===== src/rtl/phase_step_pkg.sv =====
package phase_step_pkg;
  localparam int SEL_W  = 2;
  localparam int NCH    = 1 << SEL_W;
  localparam int FINE_W = 7;

  typedef enum logic {
    STEP_COARSE = 1'b0,
    STEP_FINE   = 1'b1
  } step_kind_e;

  typedef struct packed {
    logic             vld;
    step_kind_e       kind;
    logic [SEL_W-1:0] ch;
    logic             up;
  } step_req_t;
endpackage


===== src/rtl/phase_rise_det.sv =====
module phase_rise_det #(
  parameter int W = 2
) (
  input  logic         clk,
  input  logic         rst_n,
  input  logic [W-1:0] lvl_i,
  output logic [W-1:0] rise_o
);
  logic [W-1:0] lvl_q;

  always_ff @(posedge clk) begin
    if (!rst_n) lvl_q <= '0;
    else        lvl_q <= lvl_i;
  end

  assign rise_o = lvl_i & ~lvl_q;
endmodule


===== src/rtl/phase_req_sched.sv =====
module phase_req_sched
  import phase_step_pkg::*;
(
  input  logic             clk,
  input  logic             rst_n,
  input  logic             en_i,
  input  logic             c_rise_i,
  input  logic             f_rise_i,
  input  logic [SEL_W-1:0] sel_i,
  input  logic             up_i,
  output step_req_t        req_o
);
  logic             c_pend_q, f_pend_q;
  logic [SEL_W-1:0] c_ch_q, f_ch_q;
  logic             c_up_q;
  logic             cap_c, cap_f;

  assign cap_c = c_rise_i & en_i;
  assign cap_f = f_rise_i & en_i;

  // Coarse requests go first; a fine request waits one cycle behind them.
  always_comb begin
    req_o = '0;
    if (c_pend_q) begin
      req_o.vld  = 1'b1;
      req_o.kind = STEP_COARSE;
      req_o.ch   = c_ch_q;
      req_o.up   = c_up_q;
    end else if (f_pend_q) begin
      req_o.vld  = 1'b1;
      req_o.kind = STEP_FINE;
      req_o.ch   = f_ch_q;
      req_o.up   = 1'b1;
    end
  end

  always_ff @(posedge clk) begin
    if (!rst_n) begin
      c_pend_q <= 1'b0;
      f_pend_q <= 1'b0;
      c_ch_q   <= '0;
      f_ch_q   <= '0;
      c_up_q   <= 1'b0;
    end else begin
      c_pend_q <= cap_c;
      f_pend_q <= cap_f | (f_pend_q & c_pend_q);
      if (cap_c) begin
        c_ch_q <= sel_i;
        c_up_q <= up_i;
      end
      if (cap_f) f_ch_q <= sel_i;
    end
  end
endmodule


===== src/rtl/phase_chan_codes.sv =====
module phase_chan_codes
  import phase_step_pkg::*;
#(
  parameter int DIV_W = 8,
  parameter int CW    = 8,
  parameter int FW    = FINE_W
) (
  input  logic             clk,
  input  logic             rst_n,
  input  logic [DIV_W-1:0] ratio_i,
  input  logic [CW-1:0]    init_c_i,
  input  logic [FW-1:0]    init_f_i,
  input  logic             hit_i,
  input  step_kind_e       kind_i,
  input  logic             up_i,
  output logic [CW-1:0]    coarse_q,
  output logic [FW-1:0]    fine_q
);
  localparam int EW = DIV_W + CW + 4;
  localparam logic [EW-1:0] ONE_E   = EW'(1);
  localparam logic [EW-1:0] FABS_E  = EW'((1 << FW) - 1);

  logic [EW-1:0] r_e, cmax_e, fcap_e, fmax_e, c_e, f_e;
  logic          up_ok, dn_ok, f_top;

  assign r_e    = EW'(ratio_i);
  assign cmax_e = (r_e - ONE_E) << 1;
  assign fcap_e = (r_e << 3) - ONE_E;
  assign fmax_e = (fcap_e > FABS_E) ? FABS_E : fcap_e;
  assign c_e    = EW'(coarse_q);
  assign f_e    = EW'(fine_q);
  assign up_ok  = c_e < cmax_e;
  assign dn_ok  = coarse_q != '0;
  assign f_top  = f_e >= fmax_e;

  always_ff @(posedge clk) begin
    if (!rst_n) begin
      coarse_q <= init_c_i;
      fine_q   <= init_f_i;
    end else if (hit_i) begin
      if (kind_i == STEP_COARSE) begin
        if (up_i && up_ok)       coarse_q <= coarse_q + 1'b1;
        else if (!up_i && dn_ok) coarse_q <= coarse_q - 1'b1;
      end else if (!f_top) begin
        fine_q <= fine_q + 1'b1;
      end else if (up_ok) begin
        fine_q   <= '0;
        coarse_q <= coarse_q + 1'b1;
      end
    end
  end
endmodule


===== src/rtl/phase_step_ctrl.sv =====
module phase_step_ctrl
  import phase_step_pkg::*;
#(
  parameter int MAX_RATIO = 128,
  localparam int DIV_W    = $clog2(MAX_RATIO + 1),
  localparam int CW       = $clog2(2 * MAX_RATIO - 1),
  localparam int FW       = FINE_W
) (
  input  logic                clk,
  input  logic                rst_n,
  input  logic                dyn_en,
  input  logic [SEL_W-1:0]    sel_i,
  input  logic                dir_up_i,
  input  logic                coarse_stb_i,
  input  logic                fine_stb_i,
  input  logic [NCH*DIV_W-1:0] ratio_i,
  input  logic [NCH*CW-1:0]   init_coarse_i,
  input  logic [NCH*FW-1:0]   init_fine_i,
  output logic [NCH*CW-1:0]   coarse_o,
  output logic [NCH*FW-1:0]   fine_o
);
  logic [1:0] rise;
  step_req_t  req;

  phase_rise_det #(.W(2)) rise_i (
    .clk    (clk),
    .rst_n  (rst_n),
    .lvl_i  ({fine_stb_i, coarse_stb_i}),
    .rise_o (rise)
  );

  phase_req_sched sched_i (
    .clk      (clk),
    .rst_n    (rst_n),
    .en_i     (dyn_en),
    .c_rise_i (rise[0]),
    .f_rise_i (rise[1]),
    .sel_i    (sel_i),
    .up_i     (dir_up_i),
    .req_o    (req)
  );

  for (genvar g = 0; g < NCH; g++) begin : g_ch
    logic hit;
    assign hit = req.vld && (req.ch == SEL_W'(g));

    phase_chan_codes #(.DIV_W(DIV_W), .CW(CW), .FW(FW)) codes_i (
      .clk      (clk),
      .rst_n    (rst_n),
      .ratio_i  (ratio_i[g*DIV_W +: DIV_W]),
      .init_c_i (init_coarse_i[g*CW +: CW]),
      .init_f_i (init_fine_i[g*FW +: FW]),
      .hit_i    (hit),
      .kind_i   (req.kind),
      .up_i     (req.up),
      .coarse_q (coarse_o[g*CW +: CW]),
      .fine_q   (fine_o[g*FW +: FW])
    );
  end
endmodule


===== config.mk =====
export PLATFORM = sky130hd
export DESIGN_NAME = phase_step_ctrl
export DESIGN_NICKNAME = d
export VERILOG_FILES = /design/src/rtl/phase_step_pkg.sv /design/src/rtl/phase_rise_det.sv /design/src/rtl/phase_req_sched.sv /design/src/rtl/phase_chan_codes.sv /design/src/rtl/phase_step_ctrl.sv
export SDC_FILE = /design/constraint.sdc
export NUM_CORES = 1
export LEC_CHECK = 0
export BUFFER_PORTS_ARGS = -buffer_cell sky130_fd_sc_hd__buf_2
export CAP_MARGIN = 5
export CELL_PAD_IN_SITES_DETAIL_PLACEMENT = 1
export CELL_PAD_IN_SITES_GLOBAL_PLACEMENT = 1
export CORE_ASPECT_RATIO = 0.75
export CORE_MARGIN = 10
export CORE_UTILIZATION = 30
export CTS_BUF_LIST = sky130_fd_sc_hd__clkbuf_2 sky130_fd_sc_hd__clkbuf_4 sky130_fd_sc_hd__clkbuf_8
export DETAILED_ROUTE_END_ITERATION = 8
export HOLD_SLACK_MARGIN = 0.02
export PLACE_DENSITY = 0.74
export RECOVER_POWER = 25
export SETUP_SLACK_MARGIN = 0.2
export SYNTH_ARGS = -nofsm -noshare
export SYNTH_HDL_FRONTEND = slang
export SYNTH_SLANG_ARGS = --single-unit

===== constraint.sdc =====
create_clock -name clk -period 13.37 [get_ports clk]
set_input_delay 2.674 -clock clk [delete_from_list [all_inputs] [get_ports clk]]
set_output_delay 2.674 -clock clk [all_outputs]
set_load 0.01 [all_outputs]

==> results.tsv <==
stage	metric	value	unit
layout	fillers	2431	
synthesis	ys async rst share	0	%
sta	minimum clock period	6.26	ns
drt	final WL	20600	um
layout	Layout area overhead	20.3	%
clock_network	H-tree depth	3	
power	Sw Share	32.7	%
power	VDD IR max	0.0000397	V
clock_network	CTS Sinks	69	
worst_setup_path	most used cell, CP	a21o_1	
layout	Nets	973	
die	die footprint	26400	um2
sta	Slew @ Worst Pin	1.48	ns
layout	Antenna Cells	0	
synthesis	area leader, netlist	edfxtp_1	
synthesis	Yosys warnings	0	
sta	max_slew headroom	1.12	%
worst_setup_path	crit path DAT	6.25	ns
worst_setup_path	RR Startpoint	g_ch[0].codes_i.coarse_q[6]	
worst_setup_path	CP max stage cell	o21ai_0	
die	Ports	160	
synthesis	cell with the most instances after synthesis	nand2_1	
power	combinational power share	27.1	%
worst_setup_path	Critical Path Start	ratio_i[20]	
layout	layout cells sized above 1	20.2	%
clock_network	Clock Pin Slew Worst Setup and Hold Paths	0.07	ns
sta	# setup viols final	0	
sta	RSZ-0062 raised after global routing	false	
worst_setup_path	critical path endpoint category	flop	
drt	Pre-antenna DRT Iters	4	
drt	Initial DRC Count	234	
hold_path	Worst Hold Depth	2	
power	power density cells	91.2	nW/um2
worst_setup_path	Crit Path Category	in -> reg	
sta	final setup TNS	0	ns
worst_setup_path	Worst path max stage delay	0.70	ns
synthesis	sequential fraction of the synthesis area	32.6	%
synthesis	Synth Cell Area	6080	um2
sta	max-slew violations	0	
synthesis	#FFs+latches synth	69	
hold_path	hold crit path type	reg -> reg	
drt	Vias/cell	5.25	
clock_network	post-CTS setup buffers	0	
drt	met2 wire length	9010	um
synthesis	Yosys cell types	65	
sta	Worst Skew	0.0139	ns
status	outcome	finished with violations	
worst_setup_path	worst path required time	13.35	ns
power	Int Pwr	0.450	mW
place	Final Wtd Congestion	0.820	
synthesis	Post-synth top cells	64 x nand2_1, 60 x edfxtp_1, 60 x ha_1	
synthesis	top cells by area, synth	edfxtp_1 30%, ha_1 12%, xnor2_1 6.9%	
drt	Met1 Wirelength	10000	um
grt	total track usage	15.3	%
synthesis	Syn Nets	819	
place	hpwl dp	16100	um
clock_network	post-CTS sizing	0	
sta	fmax	0.160	GHz
die	# rows	45	
worst_setup_path	Worst setup SP type	input port	
clock_network	CTS tree	built	
power	sw power	0.218	mW
drt	wire per inst	19.1	um
flow_run	Max-Cap Viols	1	
grt	initial antenna violation count	2	
sta	Hold WS	0.469	ns
die	chip height	143	um
die	die width	184	um
worst_setup_path	crit-path cells	buf_2 > or4_1 > a2111oi_0 > a21oi_2 > and4b_1 > and2_1 > ha_1 > a31o_2 > a21o_1 > a21o_1 > a21oi_1 > nor2_1 > o21ai_0	
synthesis	Avg Cell Area, Syn	9.23	um2
hold_path	Hold Startpoint	sched_i.f_pend_q	
power	LEAKAGE	3.08	nW
synthesis	Post-synth EDFFs	60	
place	port buffer count	159	
power	Clk pwr share	28.8	%
drt	routed length on met3	1290	um
worst_setup_path	CP delay by family, top	compound AO/OA/AOI/OAI gates	
worst_setup_path	Stages on worst setup path	13	
grt	first-pass GRT wire length	32300	um
drt	drc violations	0	
status	failing checks	capacitance limit	
sta	Final Cycle Share	46.9	%
drt	Antenna Violating Nets Remaining	0	
worst_setup_path	FF-to-FF path depth	8	
drt	Highest Signal Layer	met5	
clock_network	Clock Tree Root	clkbuf_8	
clock_network	clk_lat worst skew	0.36	ns
worst_setup_path	worst-path maximum fanout	7	
sta	final hold violations	0	
grt	largest net degree at the start of global routing	46	
die	Core ar.	20100	um2
synthesis	gate count after technology mapping	659	
drt	via count	5650	
clock_network	cts hold-fix bufs	0	
grt	GRT overflow	0	
clock_network	TritonCTS Buffers	9	
worst_setup_path	crit path buf inv count	1	
grt	vias in the first global route	5916	
power	sequential fraction of design power	44.1	%
synthesis	Synth top area share	29.6	%
die	initial core utilization	30.3	%
clock_network	Max clock buf depth	2	
synthesis	Synth Flop Type	edfxtp_1	
==> worst min-delay path, delay by kind of cell, from the launching register on <==
| family | cells | cell delay, ns |
|---|---|---|
| AOI/OAI and AO/OA | 1 | 0.05 |
| DFF | 1 | 0.32 |
| and+or+nand+nor | 1 | 0.05 |
==> area by class of cell <==
type | count | area [um2] | share of cell area (%)
Clock inverter | 1 | 30.0 | 0.410
Sequential cell | 69 | 1980 | 27.1
Multi-Input combinational cell | 547 | 3940 | 53.8
Tap cell | 258 | 323 | 4.41
Inverter | 22 | 82.6 | 1.13
Clock buffer | 15 | 188 | 2.56
Timing Repair Buffer | 164 | 777 | 10.6
==> worst paths after layout <==
check / to / slack (ns)
max: g_ch[2].codes_i.fine_q[2] / 7.11
min: sched_i.f_pend_q / 0.47
max reg2reg: g_ch[0].codes_i.coarse_q[3] / 10.16
min reg2reg: sched_i.f_pend_q / 0.47
==> cells in the final DEF (no fill, tap or decap), types with 16 or more instances in the layout <==
| cell | netlist | layout |
|---|---|---|
| a21oi_1 | 29 | 29 |
| and2_1 | 22 | 21 |
| buf_2 | 1 | 114 |
| clkbuf_1 | 16 | 45 |
| edfxtp_1 | 60 | 60 |
| ha_1 | 60 | 60 |
| inv_1 | 21 | 21 |
| mux2i_1 | 16 | 16 |
| nand2_1 | 64 | 64 |
| nand3_1 | 32 | 32 |
| nor2_1 | 42 | 42 |
| o21ai_0 | 23 | 23 |
| o2bb2ai_1 | 20 | 20 |
| xnor2_1 | 48 | 48 |
| xor2_1 | 23 | 23 |
==> flip-flops by register name, summed over array words and instances, names as in the netlist <==
register / count
sched_i.f_pend_q: 1
sched_i.c_pend_q: 1
sched_i.c_up_q: 1
sched_i.f_ch_q: 2
rise_i.lvl_q: 2
g_ch.codes_i.fine_q: 28
g_ch.codes_i.coarse_q: 32
sched_i.c_ch_q: 2
==> per-stage QoR <==
step | cell area, um2 | cells | setup slack [ns] | power, mW | util [%]
4_1_cts | 7380 | 1076 | 7.10 | 0.682 | 36.7
2_1_floorplan | 6080 | 659 | 7.24 | 0.406 | -
5_1_grt | 7320 | 1076 | 6.77 | 0.713 | 36.4
3_5_place_dp | 7160 | 1060 | 6.71 | 0.485 | 35.6
3_3_place_gp | 7160 | 1060 | 6.89 | 0.477 | 35.6
6_report | 7320 | 1076 | 7.11 | 0.668 | 36.4
==> power by group through the flow <==
| stage | combinational, mW | sequential, mW | clock, mW |
|---|---|---|---|
| after global routing | 0.204 | 0.299 | 0.209 |
| after floorplan | 0.111 | 0.295 | 0 |
| after detailed placement | 0.186 | 0.299 | 0 |
| final | 0.181 | 0.295 | 0.192 |
| after CTS | 0.186 | 0.294 | 0.201 |
| after global placement | 0.179 | 0.298 | 0 |
==> kinds of logic after synthesis <==
family | share of synthesized area [%]
buffers and inverters | 2.67
AO/OA/AOI/OAI | 16.4
adder cells (fa/ha/maj) | 12.3
multiplexers | 5.41
AND/OR/NAND/NOR | 20.4
flip-flops | 32.6
XOR/XNOR | 10.2
==> routing by layer <==
metal	global-route usage, %	up-vias
met5	0	-
met1	20.4	2747
met2	23.6	122
met3	4.84	18
met4	3.35	4
li1	-	2759
No activity file was read; power rests on OpenSTA's default activity.
